--- config.mk ---
export PLATFORM = sky130hd
export DESIGN_NAME = gs_expo_seq
export DESIGN_NICKNAME = d
export VERILOG_FILES = /design/src/rtl/gs_pkg.sv /design/src/rtl/gs_limits.sv /design/src/rtl/gs_trig_edge.sv /design/src/rtl/gs_expo_seq.sv
export SDC_FILE = /design/constraint.sdc
export NUM_CORES = 1
export LEC_CHECK = 0
export ABC_CLOCK_PERIOD_IN_PS = 4200
export BUFFER_PORTS_ARGS = -buffer_cell sky130_fd_sc_hd__buf_4
export CAP_MARGIN = 20
export CORE_ASPECT_RATIO = 0.8
export CORE_MARGIN = 8
export CORE_UTILIZATION = 41
export DETAILED_ROUTE_END_ITERATION = 10
export GPL_TIMING_DRIVEN = 0
export PLACE_DENSITY = 0.58
export SYNTH_ARGS = -nofsm -noshare
export SYNTH_HDL_FRONTEND = slang
export SYNTH_SLANG_ARGS = --single-unit
--- constraint.sdc ---
create_clock -name clk -period 4.2 [get_ports clk]
set_input_delay 0.21 -clock clk [delete_from_list [all_inputs] [get_ports clk]]
set_output_delay 0.21 -clock clk [all_outputs]
set_load 0.01 [all_outputs]
--- src/rtl/gs_pkg.sv ---
package gs_pkg;
    typedef enum logic [2:0] {
        PH_IDLE,
        PH_RST,
        PH_EXPO,
        PH_WAIT,
        PH_DROP,
        PH_PRE,
        PH_SMP,
        PH_DONE
    } phase_t;
endpackage

--- src/rtl/gs_limits.sv ---
module gs_limits #(
    parameter int CNT_W = 16,
    parameter int SW_W  = 8
) (
    input  logic             trig_mode_i,
    input  logic [CNT_W-1:0] frame_i,
    input  logic [CNT_W-1:0] expo_i,
    input  logic [SW_W-1:0]  strobe_i,
    output logic [CNT_W-1:0] w_o,
    output logic [CNT_W-1:0] hold_o,
    output logic [CNT_W-1:0] expo_o
);
    localparam int XW = CNT_W + 2;

    logic [XW-1:0] w, fmin, f, emin, emax, e, ein;

    always_comb begin
        w    = (strobe_i == '0) ? XW'(1) : XW'(strobe_i);
        fmin = (w << 1) + XW'(4);
        f    = (XW'(frame_i) < fmin) ? fmin : XW'(frame_i);
        emin = w + XW'(2);
        emax = trig_mode_i ? XW'({CNT_W{1'b1}}) : (f - w - XW'(2));
        ein  = XW'(expo_i);
        if (ein < emin)      e = emin;
        else if (ein > emax) e = emax;
        else                 e = ein;
        w_o    = CNT_W'(w);
        hold_o = CNT_W'(f - e - w - XW'(1));
        expo_o = CNT_W'(e - w - XW'(1));
    end
endmodule

--- src/rtl/gs_trig_edge.sv ---
module gs_trig_edge (
    input  logic clk,
    input  logic rst_n,
    input  logic trig_i,
    output logic rise_o
);
    logic trig_q, trig_d;

    always_comb begin
        trig_d = trig_i;
        rise_o = trig_i & ~trig_q;
    end

    always_ff @(posedge clk or negedge rst_n) begin
        if (!rst_n) trig_q <= 1'b0;
        else        trig_q <= trig_d;
    end
endmodule

--- src/rtl/gs_expo_seq.sv ---
module gs_expo_seq #(
    parameter int CNT_W = 16,
    parameter int SW_W  = 8
) (
    input  logic             clk,
    input  logic             rst_n,
    input  logic             trig_mode_i,
    input  logic             trig_i,
    input  logic [CNT_W-1:0] frame_len_i,
    input  logic [CNT_W-1:0] expo_len_i,
    input  logic [SW_W-1:0]  strobe_w_i,
    input  logic             rd_busy_i,
    output logic             pix_rst_o,
    output logic             mem_hold_o,
    output logic             prech_o,
    output logic             samp_o,
    output logic             rd_start_o,
    output logic             overrun_o
);
    import gs_pkg::*;

    typedef struct packed {
        phase_t           ph;
        logic [CNT_W-1:0] cnt;
        logic             mode;
        logic             ovr;
    } seq_t;

    seq_t st_d, st_q;
    logic [CNT_W-1:0] w_len, hold_len, expo_len;
    logic             trig_rise;

    gs_limits #(.CNT_W(CNT_W), .SW_W(SW_W)) u_lim (
        .trig_mode_i (trig_mode_i),
        .frame_i     (frame_len_i),
        .expo_i      (expo_len_i),
        .strobe_i    (strobe_w_i),
        .w_o         (w_len),
        .hold_o      (hold_len),
        .expo_o      (expo_len)
    );

    gs_trig_edge u_edge (
        .clk    (clk),
        .rst_n  (rst_n),
        .trig_i (trig_i),
        .rise_o (trig_rise)
    );

    always_comb begin
        st_d      = st_q;
        st_d.mode = trig_mode_i;
        if (trig_mode_i != st_q.mode) begin
            st_d.ph  = PH_IDLE;
            st_d.cnt = '0;
        end else begin
            case (st_q.ph)
                PH_IDLE: begin
                    if (!trig_mode_i) begin
                        st_d.ph  = PH_RST;
                        st_d.cnt = hold_len - 1'b1;
                    end else if (trig_rise && !rd_busy_i) begin
                        st_d.ph  = PH_EXPO;
                        st_d.cnt = expo_len - 1'b1;
                    end
                end
                PH_RST: begin
                    if (st_q.cnt == '0) begin
                        st_d.ph  = PH_EXPO;
                        st_d.cnt = expo_len - 1'b1;
                    end else begin
                        st_d.cnt = st_q.cnt - 1'b1;
                    end
                end
                PH_EXPO: begin
                    if (st_q.cnt != '0) begin
                        st_d.cnt = st_q.cnt - 1'b1;
                    end else if (rd_busy_i) begin
                        st_d.ph  = PH_WAIT;
                        st_d.ovr = 1'b1;
                    end else begin
                        st_d.ph = PH_DROP;
                    end
                end
                PH_WAIT: begin
                    if (!rd_busy_i) st_d.ph = PH_DROP;
                end
                PH_DROP: begin
                    st_d.ph  = PH_PRE;
                    st_d.cnt = w_len - 1'b1;
                end
                PH_PRE: begin
                    if (st_q.cnt == '0) begin
                        st_d.ph  = PH_SMP;
                        st_d.cnt = w_len - 1'b1;
                    end else begin
                        st_d.cnt = st_q.cnt - 1'b1;
                    end
                end
                PH_SMP: begin
                    if (st_q.cnt == '0) st_d.ph  = PH_DONE;
                    else                st_d.cnt = st_q.cnt - 1'b1;
                end
                PH_DONE: begin
                    if (trig_mode_i) begin
                        st_d.ph = PH_IDLE;
                    end else begin
                        st_d.ph  = PH_RST;
                        st_d.cnt = hold_len - 1'b1;
                    end
                end
                default: st_d.ph = PH_IDLE;
            endcase
        end
    end

    always_ff @(posedge clk or negedge rst_n) begin
        if (!rst_n) begin
            st_q.ph   <= PH_IDLE;
            st_q.cnt  <= '0;
            st_q.mode <= 1'b0;
            st_q.ovr  <= 1'b0;
        end else begin
            st_q <= st_d;
        end
    end

    always_comb begin
        pix_rst_o  = (st_q.ph == PH_IDLE) || (st_q.ph == PH_RST);
        mem_hold_o = !((st_q.ph == PH_DROP) || (st_q.ph == PH_PRE) || (st_q.ph == PH_SMP));
        prech_o    = (st_q.ph == PH_PRE);
        samp_o     = (st_q.ph == PH_SMP);
        rd_start_o = (st_q.ph == PH_DONE);
        overrun_o  = st_q.ovr;
    end

    // memory must be released while either store strobe is active
    p_hold_low_store_r4: assert property (@(posedge clk) disable iff (!rst_n)
        (prech_o || samp_o) |-> !mem_hold_o);
    p_no_overlap_r4: assert property (@(posedge clk) disable iff (!rst_n)
        !(prech_o && samp_o));
    p_samp_after_pre_r4: assert property (@(posedge clk) disable iff (!rst_n)
        $rose(samp_o) |-> $past(prech_o));
    // readout start is a single cycle, right after sampling
    p_start_pulse_r5: assert property (@(posedge clk) disable iff (!rst_n)
        rd_start_o |=> !rd_start_o);
    p_start_after_samp_r5: assert property (@(posedge clk) disable iff (!rst_n)
        rd_start_o |-> $past(samp_o));
    // no store may begin on an edge that saw readout busy
    p_no_store_busy_r6: assert property (@(posedge clk) disable iff (!rst_n)
        $fell(mem_hold_o) |-> !$past(rd_busy_i));
    p_ovr_sticky_r6: assert property (@(posedge clk) disable iff (!rst_n)
        overrun_o |=> overrun_o);
    // pixel reset and the store strobes never coincide
    p_rst_vs_store_r2: assert property (@(posedge clk) disable iff (!rst_n)
        pix_rst_o |-> !(prech_o || samp_o));
endmodule

==> impl_metrics.yaml <==
synthesis:
  synth_top_area_share_pct: 19.8
  synth_seq_cells: 22
  yosysMostFrequentCell: "ha_1"
  yosysWarnings: 0
  synth_nets: 969
  ys.flop_type: "dfrtp_1"
  synth_area_leaders: "ha_1 20%, dfrtp_1 9.3%, inv_1 5.5%"
  synth_cell_types: 73
  yosysSeqAreaShare_pct: 9.28
  synth.largest_area_cell: "ha_1"
  postSynth.asyncResetShare_pct: 100
  synth.avg_cell_area_um2: 7.25
  synth_edf_count: 0
  netlist_top_cells_count: "94 x ha_1, 87 x inv_1, 84 x nor2_1"
  syn-cell-area_um2: 5930
  syn_inst: 819
sta:
  skew_ns: 0.00337
  setup_viol: 16
  timing.hold.ws_ns: 0.0611
  timing.final.crit_share_pct: 228
  worst_pin_slew_ns: 1.02
  rsz0062_at_grt: "true"
  maxSlewViolCount: 0
  worst_slack_ns: -5.39
  final.min_clock_period_ns: 9.59
  hold_violations: 0
  fmax_mhz: 104
  relSlewSlack_pct: 31.2
clock_network:
  numCtsBuffers: 3
  clk_pin_slew_ns: 0.06
  clk_latency_ns: 0.26
  cts_tree: "yes"
  clockBufferDepth: 2
  h-tree-depth: 1
  cts.sinks: 22
  cts_root_buf: "clkbuf_16"
placed_design:
  dpl_cell_area_um2: 6730
  place_congestion: 0.939
  dp_cells: 1050
  portBuffers: 47
  hpwl_um: 16900
min_path:
  hold_class: "in2reg"
outcome:
  status: "complete, but fails checks"
  violations: "negative setup slack"
die:
  die_y_um: 124
  dieArea_um2: 18600
  initial_core_util_pct: 41.8
  core_area_um2: 14200
  ios: 51
  die_x_um: 151
  num_rows: 39
pwr:
  p_total_mw: 3.20
  p_leak_nw: 3.67
  vdd_drop_max_mv: 0.229
  cellPowerDensity_nw_per_um2: 389
finish:
  diodes: 0
  drive_gt1_share_pct: 31.8
  fin_area_um2: 8230
  stdcell_count: 1150
  seq_area_um2: 551
  fin_util_pct: 58.0
  nFillCells: 1326
  syn2layout_area_growth_pct: 38.7
  multiInputGateArea_um2: 5680
  fin_nets: 1117
critical_path:
  crit_type: "in2reg"
  crit_path_max_incr_delay_ns: 0.52
  endpoint_kind: "flop"
  crit_fanout: 6
  cp_data_arrival_time_ns: 9.78
  crit_path_frequent_cell: "ha_4"
  required_ns: 4.39
  slowest_stage: "fa_2"
  startpoint_type: "input port"
detailed_routing:
  wl_um: 22200
  ant_nets: 0
  via_per_inst: 5.89
  wl_per_cell_um: 19.3
  drt_iter0_markers: 600
  first_pass_iters: 5
  drc_errors: 0
  vias: 6772
global_route:
  antenna_found_initial: 0
  grt_pass1_wl_um: 35100
  first_global_vias: 6658
  grt_max_degree: 23
  gr-usage-all-layers_pct: 23.7
  gr-total-overflow: 0
flow_run:
  drv_cap: 0
-- metrics by stage --
| step | worst slack, ns | TNS [ns] |
|---|---|---|
| floorplan | -4.84 | -68.06 |
| global placement | -6.49 | -91.73 |
| detailed placement | -6.75 | -94.53 |
| CTS | -5.52 | -77.04 |
| global route | -5.79 | -83.41 |
| finish | -5.39 | -77.61 |
-- power breakdown --
group	internal, mW	switching [mW]	total [mW]
sequential	0.288	0.0696	0.358
combinational	1.16	1.45	2.61
clock	0.146	0.0797	0.225
total	1.60	1.60	3.20
-- critical path, delay by kind of cell --
family / cells / cell delay, ns
buf+inv: 11 / 1.10
compound gates: 23 / 4.33
simple gates: 8 / 1.56
fa+ha+maj: 9 / 2.36
xor+xnor: 1 / 0.22
-- timing repair --
action | 4_1_cts | 5_1_grt
buffers inserted | 76 | 24
endpoints found under the hold margin | 22 | 0
pin swaps | 86 | 76
endpoints found under the setup margin | 16 | 17
resized for setup | 104 | 37
hold buffers | 1 | 0
-- cell usage in the layout (no fill, tap or decap), drive strengths merged, types with 7 or more instances in the layout --
cell    netlist  final
and2         10     10
buf          10    154
o21bai        7      7
and3          8      8
nand2        54     54
xnor2        34     34
fa           11     11
a211oi       18     18
nor2         84     84
nor4          7      7
ha           94     94
dfrtp        22     22
a21o         20     20
a21oi        65     65
nor2b         7      7
inv          89     86
a31oi        10     10
nand2b       10     10
clkbuf       27     29
o21ai        62     62
xor2         18     18
or3           8      8
nor3         15     15
o221ai        8      8
nand3        23     23
-- kinds of logic (layout without fill, tap and decap cells) --
logic type	Yosys count	in the layout	synth area share [%]
buffers and inverters	127	274	8.39
xor gates and xnor gates	53	53	8.18
DFF	22	22	9.28
adders and majority gates	107	107	23.9
and+or+nand+nor	250	250	20.4
AOI/OAI and AO/OA	252	252	28.4
muxes	8	8	1.43
-- metal layers --
metal | routed length [µm] | global-route usage (%) | part of all wire [%]
met2 | 9640 | 37.2 | 43
met4 | 469 | 5.48 | 2.1
met1 | 10400 | 33.6 | 47
met3 | 1680 | 3.74 | 7.6
met5 | 0 | 0 | 0
-- final timing paths --
check | to | depth (start not counted) | slack (ns) | start
max | st_q[16] | 52 | -5.39 | strobe_w_i[1]
min | u_edge.trig_q | 1 | 0.06 | trig_i
max reg2reg | st_q[17] | 14 | -0.06 | st_q[2]
min reg2reg | overrun_o | 1 | 0.47 | overrun_o
max in group asynchronous | st_q[14] | 2 | 3.60 | rst_n
min in group asynchronous | st_q[5] | 2 | 0.37 | rst_n
-- cell type report --
| class | count | area share (%) |
|---|---|---|
| Buffer | 35 | 2.46 |
| Clock buffer | 4 | 1.08 |
| Tap cell | 184 | 2.80 |
| Inverter | 90 | 4.27 |
| Multi-Input combinational cell | 670 | 69.0 |
| Sequential cell | 22 | 6.69 |
| Timing Repair Buffer | 145 | 13.7 |
-- flip-flops by register name (all words and copies together), names as in the netlist --
name	cells
overrun_o	1
st_q	20
u_edge.trig_q	1
No activity file was read; power rests on OpenSTA's default activity.
